===== config.mk =====
export PLATFORM = sky130hd
export DESIGN_NAME = ipcam_top
export DESIGN_NICKNAME = d
export VERILOG_FILES = /design/src/rtl/ipcam_pkg.sv /design/src/rtl/ipcam_loader.sv /design/src/rtl/ipcam_store.sv /design/src/rtl/ipcam_prio.sv /design/src/rtl/ipcam_top.sv
export SDC_FILE = /design/constraint.sdc
export NUM_CORES = 1
export LEC_CHECK = 0
export ABC_AREA = 0
export BUFFER_PORTS_ARGS = -buffer_cell sky130_fd_sc_hd__buf_4
export CAP_MARGIN = 20
export CELL_PAD_IN_SITES_DETAIL_PLACEMENT = 1
export CELL_PAD_IN_SITES_GLOBAL_PLACEMENT = 2
export CORE_ASPECT_RATIO = 0.5
export CORE_MARGIN = 10
export CORE_UTILIZATION = 35
export DETAILED_ROUTE_END_ITERATION = 8
export GPL_TIMING_DRIVEN = 0
export PLACE_DENSITY_LB_ADDON = 0.1
export RECOVER_POWER = 100
export SKIP_CTS_REPAIR_TIMING = 1
export SYNTH_ARGS = -nofsm -noshare
export SYNTH_HDL_FRONTEND = slang
export SYNTH_SLANG_ARGS = --single-unit

===== constraint.sdc =====
create_clock -name clk -period 4.1 [get_ports clk]
set_input_delay 0.205 -clock clk [delete_from_list [all_inputs] [get_ports clk]]
set_output_delay 0.205 -clock clk [all_outputs]
set_load 0.02 [all_outputs]

===== src/rtl/ipcam_pkg.sv =====
package ipcam_pkg;

    localparam int KEY_W  = 32;
    localparam int NIB_W  = 4;
    localparam int MAC_W  = 48;
    localparam int RSV_W  = 28;
    localparam int LOAD_W = KEY_W + RSV_W + NIB_W;

    // Load word layout, most significant field first
    typedef struct packed {
        logic [KEY_W-1:0] key;
        logic [RSV_W-1:0] rsvd;
        logic [NIB_W-1:0] nib;
    } load_word_t;

    typedef struct packed {
        logic [KEY_W-1:0] key;
        logic [NIB_W-1:0] nib;
    } slot_data_t;

    function automatic slot_data_t unpack_load(input logic [LOAD_W-1:0] w);
        load_word_t lw;
        slot_data_t sd;
        lw     = load_word_t'(w);
        sd.key = lw.key;
        sd.nib = lw.nib;
        return sd;
    endfunction

    function automatic logic [MAC_W-1:0] splice_mac(input logic [MAC_W-1:0] base,
                                                     input logic [NIB_W-1:0] nib);
        return {base[MAC_W-1:NIB_W], nib};
    endfunction

endpackage


===== src/rtl/ipcam_loader.sv =====
module ipcam_loader
    import ipcam_pkg::*;
#(
    parameter int SLOTS = 16,
    localparam int IDX_W = (SLOTS > 1) ? $clog2(SLOTS) : 1,
    localparam int CNT_W = $clog2(SLOTS + 1)
) (
    input  logic              clk,
    input  logic              rst,
    input  logic              ld_valid,
    input  logic [LOAD_W-1:0] ld_word,
    output logic              wr_en,
    output logic [IDX_W-1:0]  wr_slot,
    output slot_data_t        wr_data,
    output logic              full
);

    logic [CNT_W-1:0] fill_cnt;

    assign full    = (fill_cnt == CNT_W'(SLOTS));
    assign wr_en   = ld_valid && !full;
    assign wr_slot = IDX_W'(fill_cnt);
    assign wr_data = unpack_load(ld_word);

    always_ff @(posedge clk) begin
        if (rst) begin
            fill_cnt <= '0;
        end else if (wr_en) begin
            fill_cnt <= fill_cnt + 1'b1;
        end
    end

    assert_fill_bound_R2: assert property (@(posedge clk) disable iff (rst)
        fill_cnt <= CNT_W'(SLOTS));

    assert_full_ignores_R2: assert property (@(posedge clk) disable iff (rst)
        (full && ld_valid) |=> $stable(fill_cnt));

    assert_ready_holds_R3: assert property (@(posedge clk) disable iff (rst)
        full |=> full);

endmodule


===== src/rtl/ipcam_store.sv =====
module ipcam_store
    import ipcam_pkg::*;
#(
    parameter int SLOTS = 16,
    localparam int IDX_W = (SLOTS > 1) ? $clog2(SLOTS) : 1
) (
    input  logic                   clk,
    input  logic                   rst,
    input  logic                   wr_en,
    input  logic [IDX_W-1:0]       wr_slot,
    input  slot_data_t             wr_data,
    input  logic [KEY_W-1:0]       lk_key,
    output logic [SLOTS-1:0]       match,
    output logic [SLOTS*NIB_W-1:0] nib_flat
);

    logic [SLOTS-1:0] slot_valid;
    slot_data_t       slot_q [SLOTS];

    for (genvar s = 0; s < SLOTS; s++) begin : g_slot
        always_ff @(posedge clk) begin
            if (rst) begin
                slot_valid[s] <= 1'b0;
                slot_q[s]     <= '0;
            end else if (wr_en && wr_slot == IDX_W'(s)) begin
                slot_valid[s] <= 1'b1;
                slot_q[s]     <= wr_data;
            end
        end

        assign match[s] = slot_valid[s] && (slot_q[s].key == lk_key);
        assign nib_flat[s*NIB_W +: NIB_W] = slot_q[s].nib;
    end

    assert_slot_written_R2: assert property (@(posedge clk) disable iff (rst)
        wr_en |=> slot_valid[$past(wr_slot)]);

    assert_match_needs_valid_R9: assert property (@(posedge clk) disable iff (rst)
        (match & ~slot_valid) == '0);

endmodule


===== src/rtl/ipcam_prio.sv =====
module ipcam_prio #(
    parameter int SLOTS = 16,
    localparam int IDX_W = (SLOTS > 1) ? $clog2(SLOTS) : 1
) (
    input  logic [SLOTS-1:0] match,
    output logic             hit,
    output logic [IDX_W-1:0] idx
);

    // Scan from the top so the lowest set bit is assigned last
    always_comb begin
        idx = '0;
        for (int i = SLOTS - 1; i >= 0; i--) begin
            if (match[i]) idx = IDX_W'(i);
        end
    end

    assign hit = |match;

    always_comb begin
        if (hit) begin
            assert_lowest_wins_R7: assert (match[idx] && ((match & ((SLOTS'(1) << idx) - SLOTS'(1))) == '0));
        end
    end

endmodule


===== src/rtl/ipcam_top.sv =====
module ipcam_top
    import ipcam_pkg::*;
#(
    parameter int SLOTS = 16,
    localparam int IDX_W = (SLOTS > 1) ? $clog2(SLOTS) : 1
) (
    input  logic              clk,
    input  logic              rst,
    input  logic [MAC_W-1:0]  local_mac,
    input  logic              ld_valid,
    input  logic [LOAD_W-1:0] ld_word,
    output logic              tbl_ready,
    input  logic              lk_valid,
    input  logic [KEY_W-1:0]  lk_ip,
    output logic              res_valid,
    output logic              res_hit,
    output logic              res_miss,
    output logic [IDX_W-1:0]  res_index,
    output logic [NIB_W-1:0]  res_nibble,
    output logic [MAC_W-1:0]  res_mac
);

    logic                   wr_en;
    logic [IDX_W-1:0]       wr_slot;
    slot_data_t             wr_data;
    logic [SLOTS-1:0]       match;
    logic [SLOTS*NIB_W-1:0] nib_flat;
    logic                   hit_c;
    logic [IDX_W-1:0]       idx_c;
    logic [NIB_W-1:0]       nib_c;
    logic                   accept;

    ipcam_loader #(.SLOTS(SLOTS)) u_loader (
        .clk     (clk),
        .rst     (rst),
        .ld_valid(ld_valid),
        .ld_word (ld_word),
        .wr_en   (wr_en),
        .wr_slot (wr_slot),
        .wr_data (wr_data),
        .full    (tbl_ready)
    );

    ipcam_store #(.SLOTS(SLOTS)) u_store (
        .clk     (clk),
        .rst     (rst),
        .wr_en   (wr_en),
        .wr_slot (wr_slot),
        .wr_data (wr_data),
        .lk_key  (lk_ip),
        .match   (match),
        .nib_flat(nib_flat)
    );

    ipcam_prio #(.SLOTS(SLOTS)) u_prio (
        .match(match),
        .hit  (hit_c),
        .idx  (idx_c)
    );

    assign accept = lk_valid && tbl_ready;
    assign nib_c  = hit_c ? nib_flat[idx_c*NIB_W +: NIB_W] : '0;

    always_ff @(posedge clk) begin
        if (rst) begin
            res_valid  <= 1'b0;
            res_hit    <= 1'b0;
            res_miss   <= 1'b0;
            res_index  <= '0;
            res_nibble <= '0;
            res_mac    <= '0;
        end else begin
            res_valid <= accept;
            if (accept) begin
                res_hit    <= hit_c;
                res_miss   <= !hit_c;
                res_index  <= hit_c ? idx_c : '0;
                res_nibble <= nib_c;
                res_mac    <= splice_mac(local_mac, nib_c);
            end
        end
    end

    assert_latency_R4: assert property (@(posedge clk) disable iff (rst)
        (lk_valid && tbl_ready) |=> res_valid);

    assert_refused_R3: assert property (@(posedge clk) disable iff (rst)
        !(lk_valid && tbl_ready) |=> !res_valid);

    assert_miss_zero_R6: assert property (@(posedge clk) disable iff (rst)
        (res_valid && res_miss) |-> (res_nibble == '0 && res_index == '0 && !res_hit));

    assert_mac_upper_R8: assert property (@(posedge clk) disable iff (rst)
        (lk_valid && tbl_ready) |=> (res_mac[MAC_W-1:NIB_W] == $past(local_mac[MAC_W-1:NIB_W])));

    assert_mac_nibble_R8: assert property (@(posedge clk) disable iff (rst)
        res_valid |-> (res_mac[NIB_W-1:0] == res_nibble));

endmodule


==> flow_summary.toml, run 1 <==
[run_status]
status = "complete, but fails checks"
violations = "hold timing, capacitance limit, slew limit"

[global_routing]
grt-ovfl-total = 0
grt_usage = 0.2427
antenna_found_initial = 23
grt_pass1_wl_mm = 170.5
grt_max_degree = 37
grt_pass1_vias = 20970

[sta]
max_freq_ghz = 0.2457
skew_ns = 0.02791
whs_ns = -0.01115
setup_viol = 0
tightest_slew_ns = 2.685
rsz0062_at_grt = "no"
relSlewSlack = -0.8090
hold_viol_final = 1
fin_ws_ns = 0.02975
post-route-period-util = 0.9927
tns_ns = 0
slew_viol_final = 277
min_period_ns = 4.070

[layout]
syn_to_final_growth_pct = 18.34
post_route_cells_drive_above_1_share = 0.1072
nFillCells = 9228
nets = 2964
mostFrequentLayoutCell = "edfxtp_1"
layout_common_cells = "edfxtp_1, xor2_1, and2_0, clkbuf_1, and2_1"
final_util = 0.4168

[worst_setup_path]
worstRegToRegCells = 13
path_class = "flip-flop to flip-flop"
worstPathArrival_ns = 4.57
critical_path_required_ns = 4.60
setup.worst_path.start_class = "flip-flop"
critPathMaxStageDelay_ns = 0.69
cp-startpoint = "u_store.slot_q[1][277]"
critPathCapture = "res_nibble[0]"
reg2reg_from = "u_store.slot_q[1][277]"
crit_top_cell = "nor4_1"
r2r_end = "res_nibble[0]"
cp_cell_sequence = "xor2_1 > nor4_1 > nand4_1 > or4_4 > o21ai_2 > a221oi_4 > buf_12 > o2bb2ai_2 > buf_6 > mux2i_2 > o22ai_1 > nor4_1 > a31oi_1"
slowest_stage = "or4_4"
rrSetupSlack_ns = 0.03
path_max_fanout = 10
worstSetupEndpointType = "flip-flop"

[clocking]
cts_buffer_depth = 3
path_clk_slew_ns = 0.07
cts_tree = "done"
cts_buffers = 69
htree_levels = 3
clk_latency_ns = 0.67
clockRootBuffer = "clkbuf_16"
cts.sinks = 652

[drt]
ant_nets = 0
wl_per_cell_um = 31.28
via_count = 21520
vias_per_cell = 5.297
firstDrtPassIters = 5
drc = 0
drt_iter0_drc = 2518
wl_mm = 127.1

[logic_synthesis]
ys_seq_elements = 652
ys_seq_area_frac = 0.6061
synth_edf_count = 576
ys_async_sr_fraction = 0
ys.flop_type = "edfxtp_1"
ys.warnings.count = 0
ys_types = 49
syn_inst = 2485
avgSynthCellArea_um2 = 12.49
netlist_area_um2 = 31050
syn_nets = 2637

[floorplan]
dieWidth_um = 441.2
fp.dieH_um = 230.6
pin_count = 208
core_um2 = 88150
die_area_um2 = 101700
initial_core_util = 0.3522
rows = 77

[hold_path]
hold_path.class = "input pin to flip-flop"

[job]
maxCapViolations = 13

[power]
ir_drop_mv = 0.2764
power_mw = 15.19
powerDensity_nw_per_um2 = 413.3
p_leak_nw = 13.83

[place]
io_buffer_count = 142
routabilityCongestion = 0.8586
dpl.hpwl_mm = 87.92
dpl_worst_slack_ns = -1.053
[area by class of cell]
cell class                      count  area [um^2]  share of cell area
Clock inverter                     23        117.6            0.003201
Clock buffer                       99         1933             0.05261
Timing Repair Buffer              256         2019             0.05496
Inverter                            7        26.28           0.0007151
Sequential cell                   652        18820              0.5121
Tap cell                         1185         1483             0.04035
Multi-Input combinational cell   1624        11260              0.3065
Buffer                            202         1047             0.02850
Antenna cell                       15        37.54            0.001022
[synth_stat cells, drive strengths merged, types with 18 or more instances]
cell,count,area (um^2)
a21oi,51,266.5
and2,437,2736
and3,148,925.9
buf,72,523.0
clkbuf,130,488.0
dfxtp,76,1521
edfxtp,576,17300
mux2i,30,300.3
nand2,130,488.0
nand3,28,140.1
nand4,42,262.8
nor2,20,75.07
nor3,31,155.2
nor4,102,638.1
o21ai,18,90.09
xnor2,108,945.9
xor2,406,3556
[layer usage]
metal	GRT usage	vias up	part of all wire
li1	-	9317	-
met1	0.3347	11130	0.44
met2	0.3768	894	0.45
met3	0.05680	178	0.086
met4	0.07449	0	0.029
met5	0	-	0
[logic make-up after synthesis]
group | share of synthesized area
adders and majority gates | 0.001612
xor gates and xnor gates | 0.1450
AOI/OAI and AO/OA | 0.02261
and+or+nand+nor | 0.1802
buffers and inverters | 0.03341
muxes | 0.01112
DFF | 0.6061
[registers in the layout (all words and copies together) (netlist names)]
register,cells
res_valid,1
u_loader.fill_cnt,5
res_mac,45
res_nibble,3
res_hit,1
u_store.slot_valid,16
u_store.slot_q,576
res_miss,1
res_index,4
[power breakdown]
part           total (mW)  switching, mW  leakage, nW  internal [mW]
Sequential           7.59          0.109         6.58           7.48
Clock                6.10           2.82         1.01           3.28
Combinational        1.50           1.04         6.23          0.458
Total                15.2           3.97         13.8           11.2
[worst min path at each step]
stage                           startpoint                      to  slack [ns]  cells after the start
floorplan                    local_mac[10]             res_mac[10]        0.34                      2
global placement    u_store.slot_valid[12]  u_store.slot_valid[12]        0.43                      1
detailed placement  u_store.slot_valid[12]  u_store.slot_valid[12]        0.44                      1
CTS                           local_mac[6]              res_mac[6]       -0.24                      3
global route                   ld_word[43]   u_store.slot_q[1][15]      0.0005                      2
finish                         ld_word[41]  u_store.slot_q[1][265]       -0.01                      2
[per-stage QoR]
stage | cells | cell area, um^2
floorplan | 2485 | 31050
global route | 4049 | 36710
CTS | 3979 | 36640
detailed placement | 3857 | 34590
global placement | 3812 | 33600
finish | 4063 | 36740
[critical path, delay by kind of cell (launching register included)]
kind | cells | cell delay [ns]
xor+xnor | 1 | 0.16
flops | 1 | 0.42
buf+inv | 2 | 0.40
mux | 1 | 0.41
simple gates | 4 | 1.67
compound gates | 5 | 0.85
No activity file was read; power rests on OpenSTA's default activity.
==> inputs of run 2 (changes only) <==
Settings changed: BUFFER_PORTS_ARGS -buffer_cell sky130_fd_sc_hd__buf_4 to not set, DONT_BUFFER_PORTS set to 1.
==> run 2 against run 1 <==
Routed wire length up 0.80%. Critical path type unchanged. The run ends with capacitance limit, slew limit left. First-iteration DRC count down 2.8%. Sequential cell count unchanged. Largest cell class unchanged. Worst hold slack better by 0.084 ns. Fmax up 2.3%. Combinational power down 3%. Critical path depth down 8. Count of clock-buffer cells in the layout up 1.
==> flow_summary.toml, run 2 (synthesis results as in run 1) <==
[worst_setup_path]
critPathMaxStageDelay_ns = 1.17
slowest_stage = "clkbuf_1"
worstSetupEndpointType = "flip-flop"
rrSetupSlack_ns = 0.12
critPathCapture = "u_store.slot_q[0][263]"
path_class = "flip-flop to flip-flop"
reg2reg_from = "u_loader.fill_cnt[2]"
worstPathArrival_ns = 4.27
r2r_end = "u_store.slot_q[0][263]"
crit_top_cell = "clkbuf_1"
worstRegToRegCells = 5
cp_cell_sequence = "clkbuf_1 > nand2b_1 > o21ai_0 > clkbuf_1 > clkbuf_2"
cp-startpoint = "u_loader.fill_cnt[2]"
critical_path_required_ns = 4.39
path_max_fanout = 18
setup.worst_path.start_class = "flip-flop"

[sta]
skew_ns = 0.02640
tightest_slew_ns = 2.840
post-route-period-util = 0.9705
setup_viol = 0
slew_viol_final = 223
rsz0062_at_grt = "no"
max_freq_ghz = 0.2513
hold_viol_final = 0
relSlewSlack = -0.9137
min_period_ns = 3.979

[drt]
drc = 0
via_count = 21090
drt_iter0_drc = 2447
firstDrtPassIters = 8
wl_per_cell_um = 32.49
wl_mm = 128.1
ant_nets = 0
vias_per_cell = 5.349

[layout]
syn_to_final_growth_pct = 16.63
largest_reg_flops = 576
layout_common_cells = "edfxtp_1, xor2_1, and2_0, and2_1, clkbuf_1"
mostFrequentLayoutCell = "edfxtp_1"
top_register = "u_store.slot_q"
nets = 2837
final_area_um2 = 36210
nFillCells = 9210
post_route_cells_drive_above_1_share = 0.08029
reg_top3 = "u_store.slot_q: 576 flops, res_mac: 45 flops, u_store.slot_valid: 16 flops"

[run_status]
status = "complete, but fails checks"
violations = "capacitance limit, slew limit"

[clocking]
cts_buffer_depth = 3
htree_levels = 3
clk_latency_ns = 0.67
cts.sinks = 652
cts_buffers = 69
path_clk_slew_ns = 0.07
clockRootBuffer = "clkbuf_16"
cts_tree = "done"

[floorplan]
fp.dieH_um = 230.6
pin_count = 208
rows = 77
initial_core_util = 0.3522
dieWidth_um = 441.2
core_um2 = 88150
die_area_um2 = 101700

[place]
dpl.hpwl_mm = 87.99
placed_cell_area_um2 = 33540
routabilityCongestion = 0.8657
io_buffer_count = 0

[global_routing]
grt_pass1_wl_mm = 170.0
grt_max_degree = 37
grt-ovfl-total = 0
antenna_found_initial = 20
grt_pass1_vias = 20400
grt_usage = 0.2416

[power]
power_mw = 15.40
ir_drop_mv = 0.2491
p_leak_nw = 13.48
powerDensity_nw_per_um2 = 425.2

[job]
maxCapViolations = 13

[hold_path]
hold_depth = 2
hold_path.class = "input pin to flip-flop"
run 2: cell count changes in the layout (fill, tap and decap cells not counted), moves of 4 or more:
cell,change
and2_0,-8
clkinv_1,+8
clkinv_2,-7
clkbuf_4,-7
clkbuf_1,-57
clkbuf_16,+4
dlygate4sd3_1,+13
and2_1,+8
buf_4,-84
clkbuf_8,+4
run 2: worst max-delay path, delay by kind of cell (launching register included):
family          cells  cell delay, ns
compound gates      1            0.78
simple gates        1            0.30
flops               1            0.30
buf+inv             3            2.18
run 2: power by group:
| group | internal, mW | total, mW | leakage (nW) | switching [mW] |
|---|---|---|---|---|
| clock | 3.50 | 6.36 | 1.07 | 2.86 |
| sequential | 7.48 | 7.59 | 6.58 | 0.108 |
| combinational | 0.423 | 1.45 | 5.83 | 1.02 |
| total | 11.4 | 15.4 | 13.5 | 4.00 |
run 2: worst min-delay path by stage:
stage          slack, ns                     end     startpoint
3_3_place_gp        0.34             res_mac[15]  local_mac[15]
6_report            0.07  u_store.slot_q[1][219]     ld_word[3]
3_5_place_dp        0.35             res_mac[11]  local_mac[11]
4_1_cts            -0.37             res_mac[22]  local_mac[22]
2_1_floorplan       0.34             res_mac[10]  local_mac[10]
5_1_grt             0.07  u_store.slot_q[1][219]     ld_word[3]
run 2: cell type report:
| type | count | area [um^2] | share of cell area |
|---|---|---|---|
| clock buffers | 100 | 2061 | 0.05691 |
| well taps | 1185 | 1483 | 0.04095 |
| plain buffers | 202 | 1027 | 0.02837 |
| diodes | 18 | 45.04 | 0.001244 |
| inverters | 7 | 26.28 | 0.0007256 |
| clock inverters | 26 | 130.1 | 0.003594 |
| multi-input cells | 1624 | 11270 | 0.3113 |
| flip-flops and latches | 652 | 18820 | 0.5197 |
| repair buffers | 129 | 1350 | 0.03728 |
run 2: metal layers:
metal / up-vias / GRT usage / wire length, um
met4: 2 / 0.04880 / 3127
li1: 9071 / - / -
met3: 171 / 0.04862 / 11500
met1: 10940 / 0.3443 / 55330
met5: - / 0 / 13
met2: 909 / 0.3793 / 58130
run 2: per-stage QoR:
stage | worst slack, ns | utilization | setup TNS, ns | hold WS, ns | instances
floorplan | 0.2867 | - | 0 | 0.3410 | 2485
global placement | -2.570 | 0.3690 | -946.37 | 0.3432 | 3670
detailed placement | -0.9737 | 0.3805 | -4.734 | 0.3491 | 3716
CTS | -0.2715 | 0.4054 | -0.8319 | -0.3673 | 3842
global route | 0.02220 | 0.4104 | 0 | 0.06654 | 3930
finish | 0.1211 | 0.4108 | 0 | 0.07300 | 3943
==> inputs of run 3 (changes only) <==
Settings changed: SKIP_CTS_REPAIR_TIMING 1 to not set, SYNTH_HIERARCHICAL set to 1.
==> run 3 against run 2 <==
The flow still finishes with violations (capacitance limit, slew limit). Worst hold slack improved by 0.054 ns. Die area increased by 3.3%. Count of clock-buffer cells in the layout increased by 1. Critical endpoint is now u_store/slot_q[1][80]. Sequential power about the same. Largest cell class unchanged.
==> flow_summary.toml, run 3 <==
[sta]
post-route-period-util = 0.9893
rsz0062_at_grt = "no"
slew_viol_final = 1
tightest_slew_ns = 1.496
relSlewSlack = -0.001071
max_freq_ghz = 0.2466
whs_ns = 0.1266
skew_ns = 0.03315
setup_viol = 0
hold_viol_final = 0
min_period_ns = 4.056
tns_ns = 0

[power]
seq_power_share = 0.490
p_leak_nw = 13.86
power_mw = 15.43
comb_power_share = 0.102
power_frac_clock = 0.408
switchingPower_mw = 4.018
powerDensity_nw_per_um2 = 417.2
ir_drop_mv = 0.2663
p_int_mw = 11.41
switching_share = 0.2604

[floorplan]
pin_count = 208
die_area_um2 = 105100
fp.dieH_um = 234.3
dieWidth_um = 448.7
core_um2 = 90860
initial_core_util = 0.3539
rows = 78

[logic_synthesis]
syn_inst = 2528
synth_area_leaders = "edfxtp_1, xor2_1, and2_1"
syn_nets = 2678
ys_seq_area_frac = 0.5852
ys_seq_elements = 652
ys.flop_type = "edfxtp_1"
yosys.area.top_type = "edfxtp_1"
synth_edf_count = 576
ys_async_sr_fraction = 0
netlist_area_um2 = 32160
ys_types = 54
ys.warnings.count = 6
synth.most_common_cell = "and2_1"
avgSynthCellArea_um2 = 12.72
synth_common_cells = "and2_1, edfxtp_1, xor2_1"
synth_top_area_frac = 0.5379

[hold_path]
hold_depth = 2
hold_path_startpoint = "lk_valid"
hold_end = "res_nibble[2]"
hold_path.class = "input pin to flip-flop"

[drt]
drt_iter0_drc = 2351
firstDrtPassIters = 5
via_count = 20280
wl_per_cell_um = 30.31
wl_mm = 121.4
vias_per_cell = 5.062
ant_nets = 0
drc = 0

[place]
io_buffer_count = 0
placed_cell_area_um2 = 34270
place_inst = 3793
dpl.hpwl_mm = 91.57
routabilityCongestion = 0.8899

[worst_setup_path]
slowest_stage = "nor2_1"
setup.worst_path.start_class = "flip-flop"
worstRegToRegCells = 9
r2r_end = "u_store/slot_q[1][80]"
critical_path_required_ns = 4.62
worstSetupEndpointType = "flip-flop"
cp_cell_sequence = "inv_1 > ha_1 > and4bb_1 > nor2b_1 > and2b_1 > nand2_1 > nor2_1 > clkbuf_2 > and2_1"
worstPathArrival_ns = 4.57
path_class = "flip-flop to flip-flop"
crit_family = "simple AND/OR/NAND/NOR gates"
reg2reg_from = "u_loader/fill_cnt[0]"
critPathMaxStageDelay_ns = 1.17
rrSetupSlack_ns = 0.04
cp_num_buf_inv = 2
path_max_fanout = 10

[layout]
largest_reg_flops = 576
nets = 2858
nFillCells = 9473
syn_to_final_growth_pct = 15.03
reg_top3 = "u_store/slot_q: 576 flops, res_mac: 45 flops, u_store/slot_valid: 16 flops"
post_route_cells_drive_above_1_share = 0.1300
stdcell_count = 4006
top_register = "u_store/slot_q"
multiInputGateArea_um2 = 11360
final_area_um2 = 36990
seq_area_um2 = 18820
layout_common_cells = "edfxtp_1, xor2_1, and2_0, and2_1, clkbuf_1"
mostFrequentLayoutCell = "edfxtp_1"

[job]
maxCapViolations = 1

[clocking]
htree_levels = 3
cts.sinks = 652
path_clk_slew_ns = 0.06
cts_buffer_depth = 3
clockRootBuffer = "clkbuf_16"
cts_tree = "done"
cts_buffers = 69
clk_latency_ns = 0.66
postCtsSetupBuffers = 0

[global_routing]
grt_pass1_wl_mm = 165.1
grt_usage = 0.2270
grt_max_degree = 29
grt_pass1_vias = 19850
grt-ovfl-total = 0
antenna_found_initial = 13

[run_status]
violations = "capacitance limit, slew limit"
status = "complete, but fails checks"
run 3: final cells by class:
| type | count | area share |
|---|---|---|
| plain buffers | 282 | 0.05206 |
| clock buffers | 101 | 0.05243 |
| multi-input cells | 1586 | 0.3071 |
| diodes | 4 | 0.0002706 |
| flip-flops and latches | 652 | 0.5087 |
| inverters | 8 | 0.0008118 |
| clock inverters | 24 | 0.006055 |
| repair buffers | 109 | 0.03061 |
| well taps | 1240 | 0.04194 |
run 3: repair_timing:
action                                 CTS  global route
resized for setup                       21            17
endpoints found under the hold margin  267             0
setup endpoints to repair                5             4
hold buffers                            83             0
pin swaps                                0             2
run 3: power by group through the flow:
stage	sequential, mW	combinational [mW]	clock, mW
2_1_floorplan	7.70	0.751	0
3_3_place_gp	7.73	1.42	0
3_5_place_dp	7.71	1.49	0
4_1_cts	7.56	1.57	6.46
5_1_grt	7.59	1.64	6.71
6_report	7.57	1.57	6.29
run 3: per-layer routing:
layer  GRT usage  part of all wire
met1      0.3502              0.49
met2      0.3021              0.39
met3     0.08225              0.11
met4     0.03271             0.011
met5           0           0.00012
run 3: stage by stage:
step / utilization / setup slack [ns]
floorplan: - / -0.1902
global placement: 0.3710 / -3.010
detailed placement: 0.3772 / -0.8987
CTS: 0.4115 / 0.02099
global route: 0.4070 / 0.003405
finish: 0.4071 / 0.04404
run 3: cells by family (layout without fill, tap and decap cells):
family	count (synthesis)	in the layout	share of synthesized area
flip-flops	652	652	0.5852
multiplexers	18	18	0.01362
AND/OR/NAND/NOR	946	946	0.1764
AO/OA/AOI/OAI	107	107	0.01988
buffers and inverters	290	524	0.06440
other	0	4	0
adder cells (fa/ha/maj)	2	2	0.0007781
XOR/XNOR	513	513	0.1397
run 3: how the worst max path moves through the flow:
stage	end	from	slack (ns)	cells after the start
after floorplan	u_store/slot_q[1][144]	u_loader/fill_cnt[0]	-0.19	6
after global placement	u_store/slot_q[1][162]	u_loader/fill_cnt[0]	-3.01	6
after detailed placement	res_nibble[0]	lk_ip[2]	-0.90	15
after CTS	res_nibble[0]	u_store/slot_q[1][268]	0.02	13
after global routing	u_store/slot_q[1][273]	u_loader/fill_cnt[0]	0.003	7
final	u_store/slot_q[1][80]	u_loader/fill_cnt[0]	0.04	9
run 3: worst reg2reg max path, cell delays in order (launching register included):
cell and delay (ns):
dfxtp_1 0.41, inv_1 0.09, ha_1 0.20, and4bb_1 0.34, nor2b_1 0.52, and2b_1 0.29
nand2_1 0.22, nor2_1 1.17, clkbuf_2 0.51, and2_1 0.19
